==> src/rtl/mmurb_pkg.sv <==
package mmurb_pkg;

  localparam int unsigned NUM_FAULT = 4;
  localparam int unsigned DW        = 32;

  localparam int unsigned OFF_CTRL   = 'h000;
  localparam int unsigned OFF_CFG    = 'h004;
  localparam int unsigned OFF_STAT   = 'h008;
  localparam int unsigned OFF_FLALL  = 'h00C;
  localparam int unsigned OFF_FLONE  = 'h010;
  localparam int unsigned OFF_PTBASE = 'h014;
  localparam int unsigned OFF_INTST  = 'h018;
  localparam int unsigned OFF_INTCLR = 'h01C;
  localparam int unsigned OFF_FADDR0 = 'h024;
  localparam int unsigned OFF_VER    = 'h034;

  localparam logic [31:0] CODE_OFF = 32'h0;
  localparam logic [31:0] CODE_ON  = 32'h5;
  localparam logic [31:0] CODE_BLK = 32'h7;

  typedef enum logic [1:0] {
    MD_OFF = 2'd0,
    MD_ON  = 2'd1,
    MD_BLK = 2'd2
  } mode_e;

  function automatic logic [31:0] mode_code(mode_e m);
    case (m)
      MD_ON:   return CODE_ON;
      MD_BLK:  return CODE_BLK;
      default: return CODE_OFF;
    endcase
  endfunction

endpackage

==> src/rtl/mmurb_ctrl.sv <==
module mmurb_ctrl
  import mmurb_pkg::*;
(
  input  logic        clk,
  input  logic        rst_n,
  input  logic        ctrl_we,
  input  logic [31:0] ctrl_wdata,
  input  logic        fault_any,
  input  logic        int_pending,
  input  logic        dp_idle,
  output mode_e       mode_o,
  output logic        blocked_o
);

  mode_e mode_q, mode_n;
  logic  blk_q, blk_n;

  // next-state: faults override software writes; illegal codes ignored
  always_comb begin
    mode_n = mode_q;
    if (fault_any) begin
      mode_n = MD_BLK;
    end else if (ctrl_we) begin
      case (ctrl_wdata)
        CODE_OFF: mode_n = MD_OFF;
        CODE_ON:  mode_n = MD_ON;
        CODE_BLK: mode_n = MD_BLK;
        default:  mode_n = mode_q;
      endcase
    end
  end

  always_comb begin
    if (fault_any || int_pending) begin
      blk_n = 1'b1;
    end else if (mode_q == MD_BLK) begin
      blk_n = blk_q | dp_idle;
    end else begin
      blk_n = 1'b0;
    end
  end

  always_ff @(posedge clk or negedge rst_n) begin
    if (!rst_n) begin
      mode_q <= MD_OFF;
      blk_q  <= 1'b0;
    end else begin
      mode_q <= mode_n;
      blk_q  <= blk_n;
    end
  end

  assign mode_o    = mode_q;
  assign blocked_o = blk_q;

  // the blocked state is only entered after idle or a fault
  a_r3_block_needs_idle: assert property (@(posedge clk) disable iff (!rst_n)
    $rose(blk_q) |-> ($past(dp_idle) || $past(fault_any)));

  // a fault blocks the unit at the next edge
  a_r4_fault_blocks: assert property (@(posedge clk) disable iff (!rst_n)
    fault_any |=> blk_q);

  // pending interrupt keeps the unit blocked
  a_r8_pending_holds_block: assert property (@(posedge clk) disable iff (!rst_n)
    int_pending |-> blk_q);

endmodule

==> src/rtl/mmurb_fault_log.sv <==
module mmurb_fault_log
  import mmurb_pkg::*;
#(
  parameter int unsigned NF = NUM_FAULT,
  parameter int unsigned AW = DW
) (
  input  logic             clk,
  input  logic             rst_n,
  input  logic [NF-1:0]    fault_evt,
  input  logic [NF*AW-1:0] fault_va,
  input  logic             clr_we,
  input  logic [NF-1:0]    clr_mask,
  output logic [NF-1:0]    int_q,
  output logic [NF*AW-1:0] addr_q
);

  logic [NF-1:0] int_n;
  logic [NF-1:0] cap_en;

  always_comb begin
    for (int i = 0; i < NF; i++) begin
      // a new event wins over a clear of the same bit
      int_n[i]  = fault_evt[i] | (int_q[i] & ~(clr_we & clr_mask[i]));
      cap_en[i] = fault_evt[i] & ~int_q[i];
    end
  end

  always_ff @(posedge clk or negedge rst_n) begin
    if (!rst_n) int_q <= '0;
    else        int_q <= int_n;
  end

  for (genvar g = 0; g < NF; g++) begin : g_slot
    always_ff @(posedge clk or negedge rst_n) begin
      if (!rst_n)         addr_q[g*AW +: AW] <= '0;
      else if (cap_en[g]) addr_q[g*AW +: AW] <= fault_va[g*AW +: AW];
    end

    // a pending slot keeps its first address
    a_r6_hold_first_addr: assert property (@(posedge clk) disable iff (!rst_n)
      (int_q[g] && $past(int_q[g])) |-> $stable(addr_q[g*AW +: AW]));
  end

endmodule

==> src/rtl/mmu_regblock.sv <==
module mmu_regblock
  import mmurb_pkg::*;
#(
  parameter int unsigned ADDR_W     = 8,
  parameter int unsigned PAGE_SHIFT = 12,
  parameter logic [3:0]  VER_MAJOR  = 4'd2,
  parameter logic [6:0]  VER_MINOR  = 7'd5,
  parameter logic [31:0] CFG_WMASK  = 32'h00FF_FFFF
) (
  input  logic                  clk,
  input  logic                  rst_n,
  input  logic                  reg_wr,
  input  logic [ADDR_W-1:0]     reg_addr,
  input  logic [31:0]           reg_wdata,
  output logic [31:0]           reg_rdata,
  input  logic                  dp_idle,
  input  logic [NUM_FAULT-1:0]  fault_evt,
  input  logic [NUM_FAULT*32-1:0] fault_va,
  output logic                  xlat_en,
  output logic                  blocked,
  output logic                  irq,
  output logic                  flush_all,
  output logic                  flush_one,
  output logic [31-PAGE_SHIFT:0] flush_va,
  output logic [31:0]           pt_base,
  output logic [31:0]           cfg
);

  localparam int unsigned NF  = NUM_FAULT;
  localparam int unsigned VAW = 32 - PAGE_SHIFT;
  localparam logic [10:0] VER_FIELD = {VER_MAJOR, VER_MINOR};

  localparam logic [ADDR_W-1:0] A_CTRL   = ADDR_W'(OFF_CTRL);
  localparam logic [ADDR_W-1:0] A_CFG    = ADDR_W'(OFF_CFG);
  localparam logic [ADDR_W-1:0] A_STAT   = ADDR_W'(OFF_STAT);
  localparam logic [ADDR_W-1:0] A_FLALL  = ADDR_W'(OFF_FLALL);
  localparam logic [ADDR_W-1:0] A_FLONE  = ADDR_W'(OFF_FLONE);
  localparam logic [ADDR_W-1:0] A_PTBASE = ADDR_W'(OFF_PTBASE);
  localparam logic [ADDR_W-1:0] A_INTST  = ADDR_W'(OFF_INTST);
  localparam logic [ADDR_W-1:0] A_INTCLR = ADDR_W'(OFF_INTCLR);
  localparam logic [ADDR_W-1:0] A_VER    = ADDR_W'(OFF_VER);

  // write decode
  logic we_ctrl, we_cfg, we_flall, we_flone, we_ptb, we_clr;
  always_comb begin
    we_ctrl  = reg_wr && (reg_addr == A_CTRL);
    we_cfg   = reg_wr && (reg_addr == A_CFG);
    we_flall = reg_wr && (reg_addr == A_FLALL);
    we_flone = reg_wr && (reg_addr == A_FLONE);
    we_ptb   = reg_wr && (reg_addr == A_PTBASE);
    we_clr   = reg_wr && (reg_addr == A_INTCLR);
  end

  mode_e           mode;
  logic [NF-1:0]   int_st;
  logic [NF*32-1:0] faddr;

  mmurb_fault_log #(.NF(NF), .AW(32)) i_flog (
    .clk       (clk),
    .rst_n     (rst_n),
    .fault_evt (fault_evt),
    .fault_va  (fault_va),
    .clr_we    (we_clr),
    .clr_mask  (reg_wdata[NF-1:0]),
    .int_q     (int_st),
    .addr_q    (faddr)
  );

  mmurb_ctrl i_ctrl (
    .clk         (clk),
    .rst_n       (rst_n),
    .ctrl_we     (we_ctrl),
    .ctrl_wdata  (reg_wdata),
    .fault_any   (|fault_evt),
    .int_pending (|int_st),
    .dp_idle     (dp_idle),
    .mode_o      (mode),
    .blocked_o   (blocked)
  );

  // plain storage registers and flush pulses
  logic [31:0]    ptb_q, ptb_n, cfg_q, cfg_n;
  logic           fla_q, fla_n, flo_q, flo_n;
  logic [VAW-1:0] fva_q, fva_n;

  always_comb begin
    ptb_n = we_ptb ? reg_wdata : ptb_q;
    cfg_n = we_cfg ? (reg_wdata & CFG_WMASK) : cfg_q;
    fla_n = we_flall & reg_wdata[0];
    flo_n = we_flone & reg_wdata[0];
    fva_n = flo_n ? reg_wdata[31:PAGE_SHIFT] : fva_q;
  end

  always_ff @(posedge clk or negedge rst_n) begin
    if (!rst_n) begin
      ptb_q <= '0;
      cfg_q <= '0;
      fla_q <= 1'b0;
      flo_q <= 1'b0;
      fva_q <= '0;
    end else begin
      ptb_q <= ptb_n;
      cfg_q <= cfg_n;
      fla_q <= fla_n;
      flo_q <= flo_n;
      fva_q <= fva_n;
    end
  end

  // read mux
  always_comb begin
    case (reg_addr)
      A_CTRL:   reg_rdata = mode_code(mode);
      A_CFG:    reg_rdata = cfg_q;
      A_STAT:   reg_rdata = {31'b0, blocked};
      A_PTBASE: reg_rdata = ptb_q;
      A_INTST:  reg_rdata = 32'(int_st);
      A_VER:    reg_rdata = {VER_FIELD, 21'b0};
      default:  reg_rdata = '0;
    endcase
    for (int i = 0; i < NF; i++) begin
      if (reg_addr == ADDR_W'(OFF_FADDR0 + 4 * i)) reg_rdata = faddr[i*32 +: 32];
    end
  end

  assign xlat_en   = (mode == MD_ON) && !blocked;
  assign irq       = |int_st;
  assign flush_all = fla_q;
  assign flush_one = flo_q;
  assign flush_va  = fva_q;
  assign pt_base   = ptb_q;
  assign cfg       = cfg_q;

  // each flush pulse follows a qualifying write
  a_r9_flush_all_cause: assert property (@(posedge clk) disable iff (!rst_n)
    flush_all |-> $past(reg_wr && (reg_addr == A_FLALL) && reg_wdata[0]));

  a_r9_flush_one_cause: assert property (@(posedge clk) disable iff (!rst_n)
    flush_one |-> $past(reg_wr && (reg_addr == A_FLONE) && reg_wdata[0]));

endmodule

==> config.mk <==
export PLATFORM = sky130hd
export DESIGN_NAME = mmu_regblock
export DESIGN_NICKNAME = d
export VERILOG_FILES = /design/src/rtl/mmurb_pkg.sv /design/src/rtl/mmurb_ctrl.sv /design/src/rtl/mmurb_fault_log.sv /design/src/rtl/mmu_regblock.sv
export SDC_FILE = /design/constraint.sdc
export NUM_CORES = 1
export LEC_CHECK = 0
export ABC_AREA = 1
export BUFFER_PORTS_ARGS = -buffer_cell sky130_fd_sc_hd__buf_2
export CELL_PAD_IN_SITES_DETAIL_PLACEMENT = 1
export CELL_PAD_IN_SITES_GLOBAL_PLACEMENT = 2
export CORE_UTILIZATION = 30
export CTS_BUF_LIST = sky130_fd_sc_hd__clkbuf_4
export DETAILED_ROUTE_END_ITERATION = 8
export PLACE_DENSITY_LB_ADDON = 0.1
export SETUP_SLACK_MARGIN = 0.2
export SYNTH_ARGS = -nofsm -noshare
export SYNTH_HDL_FRONTEND = slang
export SYNTH_HIERARCHICAL = 1
export SYNTH_SLANG_ARGS = --single-unit
export TNS_END_PERCENT = 1
==> constraint.sdc <==
create_clock -name clk -period 1.85 [get_ports clk]
set_input_delay 0.37 -clock clk [delete_from_list [all_inputs] [get_ports clk]]
set_output_delay 0.37 -clock clk [all_outputs]
set_load 0.01 [all_outputs]
== Yosys cells after proc, flatten, opt, wreduce, memory -nomap -nowiden ==
Index checks and enable logic that the tools add are counted.
W data, S select, Z words.
Storage, ports and cells
  bits in registers: 213
Cells by class
  eq/ne operators: 16
  reduce and logical (&&, ||, !) cells: 16
  multiplexer cells: 11
  bitwise operators: 27
Operators with widths (number)
  $pmux W32 S6: 1
  $mux W32: 4
  $eq A32 B3 Y1 const B: 2
  $eq A8 B6 Y1 const B: 5
  $eq A8 B5 Y1 const B: 4
  $logic_not A32 Y1: 1
  $eq A8 B4 Y1 const B: 2
  $and A1 B1 Y1: 14
  $eq A8 B3 Y1 const B: 1
  $logic_not A8 Y1: 1
  $not A1 Y1: 8
  $reduce_or A4 Y1: 2
  $logic_and A1 B1 Y1: 7
  $pmux W2 S3: 1
  $pmux W3 S2: 1
  $or A1 B1 Y1: 5
  $mux W2: 2
  $reduce_bool A4 Y1: 1
  $eq A2 B1 Y1 const B: 1
  $eq A2 B2 Y1 const B: 1
  $mux W1: 2
  $reduce_and A2 Y1: 1
  $reduce_bool A2 Y1: 1
  $logic_not A1 Y1: 1
  $logic_or A1 B1 Y1: 1

== Depth between registers and ports, before layout ==
  depth in word-level cells: 7
  mapped depth: 11
  gate-level depth less buffers: 11

== Modules after synthesis ==
The synthesis kept the hierarchy.
By module, submodules not included
  mmurb_fault_log: sequential area each 3303.2 um^2, instances 1, area each 5441.5 um^2, cells each 580
  mmu_regblock: sequential area each 1951.9 um^2, instances 1, area each 4511.8 um^2, cells each 646
  mmurb_ctrl: sequential area each 75.1 um^2, instances 1, area each 325.3 um^2, cells each 63

== Worst setup path after synthesis ==
Ideal clock, no wire load.
  kind: input -> output
  start point: input reg_addr[1]
  end point: output reg_rdata[2]
  setup slack: 195 ps
  path buffers: 1
  stages: 10
  required time: 1480 ps
  arrival time: 1285 ps
  cell sequence: nor2_2 nand3_2 nor2_2 buf_4 nand2_1 nand2_1 nor2_1 nand2_1 nand2_1 nand3_1
Between the ends
  word-level cells in the longest chain between the ends: 6
RTL lines
  start, declared: RTL line mmu_regblock.sv:13  | input logic [ADDR_W-1:0] reg_addr,
  $eq A8 B6 Y1 (tied with other cells): RTL line mmu_regblock.sv:112  | case (reg_addr)
  $pmux W32 S6: RTL line mmu_regblock.sv:112
  $mux W32 (3 in a row): RTL line mmu_regblock.sv:122  | if (reg_addr == ADDR_W'(OFF_FADDR0 + 4 * i)) reg_rdata = faddr[i*32 +: 32];
  $mux W32 (*): RTL line mmu_regblock.sv:122
  end, declared: RTL line mmu_regblock.sv:15  | output logic [31:0] reg_rdata,
Every way passes the cells marked *; elsewhere a longest branch is shown, timed or not.

== Worst setup path after layout ==
  start point: register i_ctrl.mode_q[0], in the netlist i_ctrl/mode_o[0]
  end point: output reg_rdata[2]
Between the ends
  word-level cells in the longest chain between the ends: 7
RTL lines
  start, declared: RTL line mmurb_ctrl.sv:15  | mode_e mode_q, mode_n;
  start signal, assigned: RTL line mmurb_ctrl.sv:48  | mode_q <= mode_n;
  $eq A2 B2 Y1 or $eq A2 B1 Y1 (tied branches): RTL line mmurb_pkg.sv:28  | case (m)
  $pmux W3 S2 (*): RTL line mmurb_pkg.sv:28
  $pmux W32 S6 (*): RTL line mmu_regblock.sv:112
  $mux W32 (*) (4 in a row): RTL line mmu_regblock.sv:122
Marks and branches as above.

==> results.txt <==
Initial DRC Count -> 407
routed vias/inst -> 4.62
Clock Power Share -> 40.9%
grt total ovfl -> 0
met1 Use GR -> 28.1%
Post-route DRC -> 0
Final Power -> 11.0 mW
Worst Path Buf+Inv -> 3
Worst path max stage delay -> 0.37 ns
Final Cycle Share -> 129%
Pleak -> 8.08 nW
DRT Wirelength -> 41200 um
largest net degree at the start of global routing -> 62
crit path time final -> 2.38 ns
Reg2Reg Launch Point -> i_flog/int_q[1]
setup repair after global routing missed its margin -> yes
post-synth top area cell -> dfrtp_1
Die Ht -> 187 um
syn_area_per_cell -> 7.97 um^2
worst path required time -> 1.48 ns
GRT Total Usage -> 23.6%
Die W -> 187 um
r2r setup slk -> 0.47 ns
pwr dens -> 730 mW/mm^2
Die Area -> 0.0350 mm^2
PortBufs -> 288
synth cell count leaders -> nand2_1, dfrtp_1, nand3_1
Starting Density -> 30.6%
Final setup violation count -> 34
Final Skew -> 0.0388 ns
Vias -> 10.6k
HP Class -> in -> reg
cts bufs inserted -> 60
ANT nets after route -> 0
maximum clock rate -> 419 MHz
Max FO, Critical Path -> 2
Post-synth ARST share -> 100%
Max IR drop VDD -> 0.385 mV
sw frac -> 27.4%
Crit. End Element -> output pin
most common cell in the netlist -> nand2_1
Final nets -> 1968
NetSw -> 3.00 mW
GPL Wtd Cong -> 0.784
initial antenna violation count -> 1
CP max-delay cell -> dfrtp_1
ys flop type -> dfrtp_1
Yosys top cell area share -> 51.9%
number of flops mapped to enable cells by yosys -> 0
Ys Warns -> 6
GR peak layer -> met2
worst setup margin -> -0.535 ns
drt first pass iters -> 4
synth unique cells -> 30
CP startpoint kind -> flip-flop
Reg-to-Reg End -> i_flog/addr_q[62]
Flop pwr share -> 47.5%
Cell Chain, Critical Path -> inv_1, ha_1, inv_1, nand2_2, nand2_2, nor2_1, nand2_1, nand2_2, nand3_2, buf_6
share of cells above drive strength 1 -> 29.9%
TritonCTS clock tree -> built
Skew-Pair Late Insertion Delay -> 0.71 ns
Setup TNS -> -8.64 ns
reg2reg path depth -> 4
CTS sink cnt -> 213
dpl hpwl -> 28600 um
Place WS -> -0.451 ns
htree depth -> 2
status -> finished, violations left
GR Util met2 -> 42.9%
area delta synth->final -> 46.1%
critical path class -> reg -> out
crit path launch -> i_ctrl/mode_o[0]
vias in the first global route -> 11.5k
num rows -> 67
CP Depth -> 10
Clock Tree Root -> clkbuf_4
utilization after layout -> 44.7%
Seq/Total Area, Yosys -> 51.9%
WL/cell -> 18.0 um
CP top delay family -> simple AND/OR/NAND/NOR gates
FF+latch count, synth -> 213
clk slew on worst S/H paths -> 0.07 ns
final hold violations -> 0
Slew Limit Fails -> 0
I/O pin count -> 297
CP endpoint -> reg_rdata[2]
first-pass GRT wire length -> 64000 um
Syn Std Cell Area -> 0.0103 mm^2
most frequent CP cell -> nand2_2
top cells by area, synth -> dfrtp_1, nand2_1, nand3_1
failing checks -> negative setup slack
Core Region -> 0.0336 mm^2
routing usage on met3 -> 4.05%
Post-Syn Instances -> 1289
Max Cap Viol -> 0
CP arrival -> 2.01 ns
Internal -> 7.96 mW
combinational power share -> 11.6%
Hold WS -> 0.122 ns
Max clock buf depth -> 3
-- layout make-up --
cell class | instances | area [um^2]
timing repair buffer | 513 | 3800
clock inverter | 14 | 56.3
clock buffer | 97 | 728
antenna | 1 | 2.50
inverter | 70 | 265
multi-input combinational | 932 | 4270
fill | 4134 | 18600
sequential | 213 | 5340
tap | 448 | 561
-- registers in the layout, summed over array words and instances, names as in the netlist --
| name | count |
|---|---|
| cfg | 24 |
| flush_all | 1 |
| flush_one | 1 |
| flush_va | 20 |
| i_ctrl/blocked_o | 1 |
| i_ctrl/mode_o | 2 |
| i_flog/addr_q | 128 |
| i_flog/int_q | 4 |
| pt_base | 32 |
-- per-layer routing --
layer  wire length (um)  up-vias
met5                  0        -
met4               1050        0
met3               1790       71
met2              21200      281
met1              17100     5087
li1                   -     5130
-- metrics by stage --
stage	instances	instance area, um^2
4_1_cts	2286	14900
5_1_grt	2288	15000
2_1_floorplan	1296	10300
3_5_place_dp	2010	12300
3_3_place_gp	2010	12300
6_report	2288	15000
-- power by group through the flow --
stage	Sequential (mW)	Combinational, mW	Clock, mW
global route	5.25	1.42	4.87
CTS	5.21	1.27	4.66
floorplan	5.25	0.414	0
global placement	5.28	0.960	0
finish	5.21	1.27	4.48
detailed placement	5.29	0.983	0
-- worst register-to-register path: cells and delay by family (launching register included) --
kind          cells  cell delay (ns)
buf+inv           1             0.30
flops             1             0.44
simple gates      3             0.52
-- kinds of logic (layout without fill, tap and decap cells) --
| family | count (synthesis) | in the layout | share of synthesized area (%) |
|---|---|---|---|
| AOI/OAI and AO/OA | 104 | 104 | 5.23 |
| adders and majority gates | 2 | 2 | 0.243 |
| buffers and inverters | 151 | 694 | 8.48 |
| DFF | 213 | 213 | 51.9 |
| other | 1 | 9 | 0.0365 |
| and+or+nand+nor | 818 | 818 | 34.1 |
-- worst min-delay path by stage --
stage	to	cells past startpoint	slack [ns]	start
final	flush_one	4	0.12	reg_addr[4]
after CTS	flush_one	5	0.09	reg_addr[0]
after global routing	flush_one	4	0.07	reg_addr[4]
after global placement	pt_base[6]	1	0.31	rst_n
after detailed placement	pt_base[6]	1	0.30	rst_n
after floorplan	cfg[0]	0	0.07	rst_n
-- placed cells by master (no fill, tap or decap), types with 3 or more instances in the layout --
| cell type | Yosys | final |
|---|---|---|
| nor2_1 | 44 | 37 |
| dfrtp_2 | 0 | 6 |
| conb_1 | 1 | 8 |
| nand3_2 | 2 | 6 |
| nor2_4 | 4 | 9 |
| nor2_2 | 6 | 8 |
| inv_1 | 63 | 60 |
| nand3_1 | 161 | 156 |
| nand4_1 | 24 | 24 |
| dlygate4sd3_1 | 0 | 163 |
| nand2_1 | 539 | 527 |
| clkbuf_4 | 0 | 97 |
| nor3_1 | 5 | 5 |
| dfrtp_1 | 213 | 207 |
| nand2_4 | 3 | 3 |
| o21ai_0 | 20 | 15 |
| buf_2 | 33 | 272 |
| buf_6 | 17 | 14 |
| a21oi_2 | 0 | 12 |
| buf_4 | 27 | 50 |
| a21oi_1 | 19 | 7 |
| clkinv_1 | 0 | 13 |
| inv_2 | 6 | 9 |
| or2_0 | 3 | 3 |
| o21ai_1 | 60 | 62 |
| nand2_2 | 23 | 35 |
| o21ai_2 | 4 | 7 |
| buf_12 | 2 | 13 |
-- timing repair --
action	CTS	global route
hold buffers	163	0
gates cloned	0	0
pin swaps	15	6
hold endpoints to repair	367	0
buffers inserted	2	1
endpoints found under the setup margin	83	91
gates resized for setup	44	33
Note: power is estimated with default switching activity, not from simulation.
